`src/rtl/pwr_seq_pkg.sv`:
```
package pwr_seq_pkg;
    localparam int DATA_W = 7;

    localparam logic [1:0] ADDR_PWR = 2'd0;
    localparam logic [1:0] ADDR_TX  = 2'd1;
    localparam logic [1:0] ADDR_RX  = 2'd2;
    localparam logic [1:0] ADDR_AUX = 2'd3;

    // power register bit positions
    localparam int PB_BIAS  = 0;
    localparam int PB_DAC_L = 1;
    localparam int PB_AAF   = 5;
    localparam int PB_CHAIN = 6;

    // auxiliary register bit positions
    localparam int AB_SINGLE = 4;
    localparam int AB_RAMDAC = 5;
    localparam int AB_STOP   = 6;

    localparam logic [DATA_W-1:0] PWR_RST = 7'h7F;
    localparam logic [DATA_W-1:0] AUX_RST = 7'h40;

    typedef struct packed {
        logic [DATA_W-1:0] pwr;
        logic              tx_req;
        logic              rx_req;
        logic [DATA_W-1:0] aux;
        logic              adc_on;
        logic              aux_stop;
    } seq_state_t;
endpackage

```
`src/rtl/pwr_wake_timer.sv`:
```
module pwr_wake_timer #(
    parameter int CYC = 4
) (
    input  logic clk,
    input  logic rst,
    input  logic run,
    output logic done
);
    localparam int W = $clog2(CYC + 1);
    localparam logic [W-1:0] LIMIT = W'(CYC);

    logic [W-1:0] cnt_d, cnt_q;

    always_comb begin
        cnt_d = cnt_q;
        if (!run)
            cnt_d = '0;
        else if (cnt_q != LIMIT)
            cnt_d = cnt_q + 1'b1;
    end

    always_ff @(posedge clk) begin
        if (rst) cnt_q <= '0;
        else     cnt_q <= cnt_d;
    end

    assign done = (cnt_q == LIMIT);

    // a domain that was off on the last edge cannot report ready
    assert_rdy_drop_R2: assert property (@(posedge clk) disable iff (rst)
        !$past(run) |-> !done);
endmodule

```
`src/rtl/pwr_path_ctrl.sv`:
```
module pwr_path_ctrl #(
    parameter bit HOLD_ON_BUSY = 1'b0
) (
    input  logic clk,
    input  logic rst,
    input  logic req,
    input  logic gate_ok,
    input  logic busy,
    output logic en,
    output logic pend
);
    logic en_d, en_q;
    logic hold;

    always_comb begin
        hold = HOLD_ON_BUSY ? busy : 1'b0;
        en_d = en_q;
        if (req && gate_ok)
            en_d = 1'b1;
        else if (!req && !hold)
            en_d = 1'b0;
    end

    always_ff @(posedge clk) begin
        if (rst) en_q <= 1'b0;
        else     en_q <= en_d;
    end

    assign en   = en_q;
    assign pend = req && !en_q;

    // enable only after the bias was ready on the previous edge
    assert_bias_gate_R8: assert property (@(posedge clk) disable iff (rst)
        $rose(en_q) |-> $past(gate_ok));

    // an enabled draining path keeps its enable
    assert_drain_hold_R6: assert property (@(posedge clk) disable iff (rst)
        (HOLD_ON_BUSY && en_q && busy) |=> en_q);

    // a held request is applied once the gate opens
    assert_pend_apply_R9: assert property (@(posedge clk) disable iff (rst)
        (req && gate_ok && !en_q) |=> en_q);
endmodule

```
`src/rtl/xcvr_pwr_seq.sv`:
```
module xcvr_pwr_seq
    import pwr_seq_pkg::*;
#(
    parameter int DAC_N    = 4,
    parameter int DAC_CYC  = 500,
    parameter int ADC_CYC  = 3,
    parameter int RX_CYC   = 1000,
    parameter int BIAS_CYC = 200000
) (
    input  logic              clk,
    input  logic              rst,
    input  logic              wr_en,
    input  logic [1:0]        wr_addr,
    input  logic [DATA_W-1:0] wr_data,
    input  logic              tx_path_active,
    input  logic              adc_conv_req,
    input  logic              adc_conv_done,
    output logic [DAC_N-1:0]  dac_pd,
    output logic [DAC_N-1:0]  dac_rdy,
    output logic              adc_pd,
    output logic              adc_rdy,
    output logic              aux_clk_stop,
    output logic              tx_en,
    output logic              tx_ctrl_en,
    output logic              tx_clk_stop,
    output logic              tx_wait,
    output logic              rx_en,
    output logic              rx_clk_stop,
    output logic              rx_if_clk_stop,
    output logic              rx_aaf_pd,
    output logic              rx_rdy,
    output logic              rx_wait,
    output logic              bias_pd,
    output logic              bias_chain_pd,
    output logic              bias_rdy
);
    localparam int CH_W = AB_SINGLE;

    seq_state_t st_d, st_q;
    logic       chan_none;
    logic       bias_on;

    always_comb begin
        st_d = st_q;
        if (wr_en) begin
            case (wr_addr)
                ADDR_PWR: st_d.pwr    = wr_data;
                ADDR_TX:  st_d.tx_req = wr_data[0];
                ADDR_RX:  st_d.rx_req = wr_data[0];
                default:  st_d.aux    = wr_data;
            endcase
        end

        chan_none = (st_q.aux[CH_W-1:0] == '0);

        // ADC power: off without a channel, on in continuous mode,
        // otherwise on from request until done
        if (chan_none)
            st_d.adc_on = 1'b0;
        else if (!st_q.aux[AB_SINGLE])
            st_d.adc_on = 1'b1;
        else if (adc_conv_req)
            st_d.adc_on = 1'b1;
        else if (adc_conv_done)
            st_d.adc_on = 1'b0;

        st_d.aux_stop = st_q.aux[AB_STOP] && chan_none && !st_q.aux[AB_RAMDAC];
    end

    always_ff @(posedge clk) begin
        if (rst) begin
            st_q          <= '0;
            st_q.pwr      <= PWR_RST;
            st_q.aux      <= AUX_RST;
            st_q.aux_stop <= 1'b1;
        end else begin
            st_q <= st_d;
        end
    end

    assign bias_on       = !st_q.pwr[PB_BIAS] && !st_q.pwr[PB_CHAIN];
    assign bias_pd       = st_q.pwr[PB_BIAS];
    assign bias_chain_pd = st_q.pwr[PB_CHAIN];
    assign rx_aaf_pd     = st_q.pwr[PB_AAF];
    assign dac_pd        = st_q.pwr[PB_DAC_L +: DAC_N];
    assign adc_pd        = !st_q.adc_on;
    assign aux_clk_stop  = st_q.aux_stop;

    for (genvar i = 0; i < DAC_N; i++) begin : g_dac
        pwr_wake_timer #(.CYC(DAC_CYC)) u_dac_tmr (
            .clk(clk), .rst(rst), .run(!dac_pd[i]), .done(dac_rdy[i])
        );
    end

    pwr_wake_timer #(.CYC(ADC_CYC)) u_adc_tmr (
        .clk(clk), .rst(rst), .run(st_q.adc_on), .done(adc_rdy)
    );

    pwr_wake_timer #(.CYC(BIAS_CYC)) u_bias_tmr (
        .clk(clk), .rst(rst), .run(bias_on), .done(bias_rdy)
    );

    pwr_path_ctrl #(.HOLD_ON_BUSY(1'b1)) u_tx_path (
        .clk(clk), .rst(rst), .req(st_q.tx_req), .gate_ok(bias_rdy),
        .busy(tx_path_active), .en(tx_en), .pend(tx_wait)
    );

    pwr_path_ctrl #(.HOLD_ON_BUSY(1'b0)) u_rx_path (
        .clk(clk), .rst(rst), .req(st_q.rx_req), .gate_ok(bias_rdy),
        .busy(1'b0), .en(rx_en), .pend(rx_wait)
    );

    pwr_wake_timer #(.CYC(RX_CYC)) u_rx_tmr (
        .clk(clk), .rst(rst), .run(rx_en), .done(rx_rdy)
    );

    assign tx_ctrl_en     = tx_en;
    assign tx_clk_stop    = !tx_en;
    assign rx_clk_stop    = !rx_en;
    assign rx_if_clk_stop = !rx_en;

    // checker: cycles the ADC has been powered without being ready
    logic [2:0] adc_wait_q;
    always_ff @(posedge clk) begin
        if (rst)
            adc_wait_q <= '0;
        else if (st_q.adc_on && !adc_rdy)
            adc_wait_q <= (adc_wait_q == 3'd7) ? adc_wait_q : adc_wait_q + 3'd1;
        else
            adc_wait_q <= '0;
    end

    assert_adc_wake_R4: assert property (@(posedge clk) disable iff (rst)
        adc_wait_q < 3'd4);

    // the auxiliary clock is never stopped under a powered ADC
    assert_clkstop_R5: assert property (@(posedge clk) disable iff (rst)
        aux_clk_stop |-> adc_pd);

    // the receive clocks run whenever the path is enabled
    assert_rx_clocks_R7: assert property (@(posedge clk) disable iff (rst)
        rx_en |-> (!rx_clk_stop && !rx_if_clk_stop));
endmodule

```
`config.mk`:
```
export PLATFORM = sky130hd
export DESIGN_NAME = xcvr_pwr_seq
export DESIGN_NICKNAME = d
export VERILOG_FILES = /design/src/rtl/pwr_seq_pkg.sv /design/src/rtl/pwr_wake_timer.sv /design/src/rtl/pwr_path_ctrl.sv /design/src/rtl/xcvr_pwr_seq.sv
export SDC_FILE = /design/constraint.sdc
export NUM_CORES = 1
export LEC_CHECK = 0
export ABC_AREA = 1
export BUFFER_PORTS_ARGS = -buffer_cell sky130_fd_sc_hd__buf_2
export CORE_MARGIN = 3
export CORE_UTILIZATION = 54
export DETAILED_ROUTE_END_ITERATION = 6
export PLACE_DENSITY = 0.76
export SKIP_CTS_REPAIR_TIMING = 1
export SLEW_MARGIN = 25
export SYNTH_ARGS = -nofsm -noshare
export SYNTH_HDL_FRONTEND = slang
export SYNTH_HIERARCHICAL = 1
export SYNTH_SLANG_ARGS = --single-unit
```
`constraint.sdc`:
```
create_clock -name clk -period 1.3 [get_ports clk]
set_input_delay 0.195 -clock clk [delete_from_list [all_inputs] [get_ports clk]]
set_output_delay 0.195 -clock clk [all_outputs]
set_load 0.05 [all_outputs]
```
==> results.json, run 1 <==
{
  "outcome": "finished, violations left",
  "failed_checks": "setup timing",
  "reg2regPathDepth": 7,
  "io_pins": 39,
  "wl_mm": 11.0,
  "skew_ns": 0.0118,
  "setup_violations": 12,
  "fin_crit_ns": 1.72,
  "clock_latency_ns": 0.36,
  "end_kind": "primary output",
  "place_ws_ns": -0.0989,
  "final_net_count": 818,
  "hold_slack_ns": 0.0957,
  "io_buffer_count": 38,
  "startpoint_type": "register",
  "synthCells": 677,
  "hold_depth": 3,
  "insertedDiodeCount": 0,
  "antenna_found_initial": 0,
  "tritoncts": "done",
  "clock-sinks": 86,
  "worst_slew_pin_slew_ns": 0.461,
  "crit_fanout": 3,
  "post_dp_cell_area_um2": 5320,
  "syn_nets": 706,
  "coreArea_um2": 8260,
  "fmax_ghz": 0.580,
  "synthesis.area_um2": 4620,
  "start_util_pct": 56.0,
  "die_h_um": 98.5,
  "numCtsBuffers": 9,
  "drtIter0Drc": 163,
  "grt_max_degree": 19,
  "setup_slack_ns": -0.425,
  "peakVddDrop_uv": 738,
  "leakagePower_nw": 2.36,
  "power_density_nw_per_um2": 831,
  "cts.path.max_buffers": 2,
  "arrival_ns": 1.53,
  "die_area_um2": 9710,
  "rows": 33,
  "fp.dieW_um": 98.5,
  "drtAntennaViolNets": 0,
  "r2r-end": "u_tx_path/en$_SDFFE_PP0P_",
  "num_vias": 4510,
  "slew_viol_final": 0,
  "drive_gt1_share_pct": 34.6,
  "cp.required_ns": 1.11,
  "hpwlAfterDp_mm": 7.64,
  "slew_headroom_pct": 69.1,
  "drv_cap": 0,
  "syn2layout_area_growth_pct": 30.5,
  "first_pass_iters": 4,
  "stdcell_area_um2": 6030,
  "min_period_over_period_pct": 133,
  "drcViolationCount": 0,
  "grtUsageTotal_pct": 20.8,
  "hold_path_end": "st_q[6]$_SDFFE_PP0P_",
  "hold_viol_final": 0,
  "cts-htree-levels": 3,
  "holdCritPathClass": "input pin to register",
  "grt_pass1_wl_mm": 17.0,
  "avgSynthCellArea_um2": 6.83,
  "clk_pin_slew_ns": 0.08,
  "grt.overflow.total": 0,
  "synth_warnings": 6,
  "hp-start": "wr_data[4]",
  "rr_startpoint": "u_bias_tmr/cnt_q[0]$_SDFFE_PP0P_",
  "routabilityCongestion": 0.876,
  "wire_per_inst_um": 12.2,
  "cts_root_buf": "clkbuf_8",
  "rsz0062_at_grt": "yes",
  "viasPerCell": 5.02,
  "grt_pass1_vias": 4057,
  "crit_type": "register to primary output",
  "reg2reg_setup_slack_ns": -0.07
}
[power breakdown]
| part | leakage [nW] | internal [W] | total, W | switching, W |
|---|---|---|---|---|
| Combinational | 1.54 | 0.0000990 | 0.000317 | 0.000218 |
| Clock | 0.107 | 0.00101 | 0.00199 | 0.000984 |
| Sequential | 0.708 | 0.00267 | 0.00270 | 0.0000289 |
[how the worst max path moves through the flow]
stage	from	to	slack, ns	depth (start not counted)
2_1_floorplan	u_bias_tmr/cnt_q[13]$_SDFFE_PP0P_	u_tx_path/en$_SDFFE_PP0P_	-0.25	5
3_3_place_gp	u_rx_tmr/cnt_q[1]$_SDFFE_PP0P_	rx_rdy	-0.07	7
3_5_place_dp	u_rx_tmr/cnt_q[1]$_SDFFE_PP0P_	rx_rdy	-0.1	7
4_1_cts	u_rx_tmr/cnt_q[1]$_SDFFE_PP0P_	rx_rdy	-0.51	7
5_1_grt	u_bias_tmr/cnt_q[0]$_SDFFE_PP0P_	bias_rdy	-0.54	5
6_report	u_bias_tmr/cnt_q[0]$_SDFFE_PP0P_	bias_rdy	-0.42	5
[sequential cells by signal (all words and copies together), names as in the netlist]
register	cells
rx_aaf_pd	1
u_rx_path/en	1
bias_pd	1
g_dac.u_dac_tmr/cnt_q	36
st_q	10
u_tx_path/en	1
u_bias_tmr/cnt_q	18
dac_pd	4
u_adc_tmr/cnt_q	2
bias_chain_pd	1
u_rx_tmr/cnt_q	10
aux_clk_stop	1
[cell usage in the layout (no fill, tap or decap), types with 21 or more instances in the layout]
cell type	n
a21oi_1	36
inv_1	86
nor2_4	21
buf_4	72
dfxtp_2	25
nand2_1	153
inv_2	22
buf_2	26
dfxtp_1	61
nand3_1	43
nor2_1	89
[through the flow]
stage | utilization [%] | total power, W | setup TNS, ns | std cells
2_1_floorplan | - | 0.00297 | -0.755 | 677
3_3_place_gp | 64.4 | 0.00304 | -0.128 | 863
3_5_place_dp | 64.4 | 0.00305 | -0.329 | 863
4_1_cts | 67.0 | 0.00504 | -3.03 | 879
5_1_grt | 73.0 | 0.00520 | -3.30 | 899
6_report | 73.0 | 0.00501 | -1.81 | 899
[per-layer routing]
layer  vias to the layer above  share of wire (%)  GRT usage (%)  wire, µm
met5                         -                  0              0         0
met4                         0               0.87           5.04        96
met3                         9                2.7           4.53       300
met2                        60                 53           37.5      5800
met1                      2108                 44           25.2      4790
li1                       2333                  -              -         -
[layout make-up]
cell class | count | area, µm²
multi-input cells | 471 | 2690
fillers | 646 | 2230
flip-flops and latches | 86 | 1750
repair buffers | 111 | 825
inverters | 110 | 417
clock buffers | 11 | 151
well taps | 105 | 131
clock inverters | 5 | 63.8
[worst max-delay path, stage by stage, from the launching register on]
cell and delay, ns:
dfxtp_2 0.34, inv_2 0.07, ha_4 0.15, nand3_4 0.10
nor4_4 0.32, buf_6 0.20
(Power assumes the default switching activity.)
==> inputs of run 2 (changes only) <==
--- a/config.mk
+++ b/config.mk
@@ -10,6 +10,7 @@
 export CORE_MARGIN = 3
 export CORE_UTILIZATION = 54
 export DETAILED_ROUTE_END_ITERATION = 6
+export GPL_TIMING_DRIVEN = 0
 export PLACE_DENSITY = 0.76
 export SKIP_CTS_REPAIR_TIMING = 1
 export SLEW_MARGIN = 25
==> results.json, run 2 (synthesis results as in run 1) <==
{
  "cts_root_buf": "clkbuf_8",
  "arrival_ns": 1.52,
  "wl_mm": 10.0,
  "hold_depth": 3,
  "leakagePower_nw": 2.20,
  "end_kind": "primary output",
  "reg2regPathDepth": 8,
  "insertedDiodeCount": 0,
  "hpwlAfterDp_mm": 6.87,
  "wire_per_inst_um": 11.6,
  "slew_viol_final": 0,
  "drv_cap": 0,
  "antenna_found_initial": 0,
  "startpoint_type": "register",
  "numCtsBuffers": 9,
  "cp.required_ns": 1.11,
  "grt_pass1_vias": 3943,
  "clock-sinks": 86,
  "clock_latency_ns": 0.35,
  "hold_viol_final": 0,
  "fin_crit_ns": 1.72,
  "stdcell_area_um2": 5750,
  "grtUsageTotal_pct": 19.5,
  "post_dp_cell_area_um2": 5000,
  "top_register": "g_dac.u_dac_tmr/cnt_q",
  "crit_fanout": 4,
  "worst_slew_pin_slew_ns": 0.325,
  "rows": 33,
  "grt.overflow.total": 0,
  "layout_commonest_cell": "nand2_1",
  "drive_gt1_share_pct": 30.4,
  "rsz0062_at_grt": "yes",
  "fillers": 702,
  "reg_top3": "g_dac.u_dac_tmr/cnt_q: 36 flops, u_bias_tmr/cnt_q: 18 flops",
  "largest_register_ffs": 36,
  "die_area_um2": 9710,
  "syn2layout_area_growth_pct": 24.4,
  "io_buffer_count": 38,
  "skew_ns": 0.00765,
  "final_net_count": 785,
  "crit_type": "register to primary output",
  "failed_checks": "setup timing",
  "viasPerCell": 5.01,
  "drtIter0Drc": 137,
  "holdCritPathClass": "input pin to register",
  "outcome": "finished, violations left",
  "start_util_pct": 56.0,
  "setup_slack_ns": -0.415,
  "drcViolationCount": 0,
  "min_period_over_period_pct": 132,
  "num_vias": 4333,
  "cts-htree-levels": 3,
  "grt_max_degree": 15,
  "slew_headroom_pct": 78.3,
  "final_cell_mix": "nand2_1, nor2_1, inv_1",
  "clk_pin_slew_ns": 0.08,
  "routabilityCongestion": 0.880,
  "setup_violations": 7,
  "fin_cells": 865,
  "fmax_ghz": 0.583,
  "grt_pass1_wl_mm": 16.0,
  "cts.path.max_buffers": 2,
  "drtAntennaViolNets": 0,
  "first_pass_iters": 4,
  "coreArea_um2": 8260,
  "io_pins": 39,
  "tritoncts": "done",
  "peakVddDrop_uv": 427,
  "dp_cells": 820,
  "fp.dieW_um": 98.5,
  "die_h_um": 98.5,
  "power_density_nw_per_um2": 892
}
## run 2: cell types whose count changed in the layout (fill, tap and decap cells not counted), sizes merged
cell and change:
clkinvlp -1, bufinv +1, clkinv +1, inv -1, buf -34
## run 2: routing by layer
| metal | up-vias | share of wire (%) | GRT usage, % |
|---|---|---|---|
| met1 | 1991 | 45 | 23.8 |
| met2 | 64 | 50 | 34.3 |
| li1 | 2267 | - | - |
| met4 | 0 | 1.4 | 6.93 |
| met3 | 11 | 3.4 | 3.68 |
| met5 | - | 0 | 0 |
## run 2: final timing paths
| check | startpoint | to | slack (ns) |
|---|---|---|---|
| min | tx_path_active | u_tx_path/en$_SDFFE_PP0P_ | 0.07 |
| max reg2reg | u_bias_tmr/cnt_q[0]$_SDFFE_PP0P_ | u_bias_tmr/cnt_q[12]$_SDFFE_PP0P_ | -0.01 |
| min reg2reg | u_bias_tmr/cnt_q[10]$_SDFFE_PP0P_ | u_bias_tmr/cnt_q[10]$_SDFFE_PP0P_ | 0.46 |
| max | u_bias_tmr/cnt_q[0]$_SDFFE_PP0P_ | bias_rdy | -0.42 |
## run 2: critical path: stages (launching register included)
cell     delay, ns
dfxtp_4       0.37
inv_4         0.08
ha_4          0.14
nand3_4       0.08
nor4_4        0.29
buf_6         0.21
## run 2: cell type report
class / count / area [µm²] / area share [%]
tap: 105 / 131 / 2.29
clock inverter: 5 / 82.6 / 1.44
buffer: 10 / 76.3 / 1.33
multi-input combinational: 471 / 2620 / 45.6
clock buffer: 10 / 138 / 2.39
sequential: 86 / 1770 / 30.7
timing repair buffer: 68 / 505 / 8.79
inverter: 110 / 424 / 7.38
## run 2: where the power goes
part / switching [W] / internal, W
combinational: 0.000222 / 0.000119
clock: 0.000963 / 0.00113
sequential: 0.0000270 / 0.00267
total: 0.00121 / 0.00392
## run 2: per-stage QoR
step / setup TNS, ns / utilization [%] / worst slack (ns) / hold slack [ns] / total power, W
final: -1.80 / 69.6 / -0.415 / 0.0717 / 0.00513
after global routing: -2.91 / 69.6 / -0.485 / 0.0912 / 0.00535
after CTS: -3.68 / 63.2 / -0.580 / 0.0597 / 0.00515
after detailed placement: -0.816 / 60.5 / -0.179 / 0.441 / 0.00306
after global placement: -0.448 / 60.5 / -0.172 / 0.428 / 0.00305
after floorplan: -0.755 / - / -0.249 / 0.330 / 0.00297
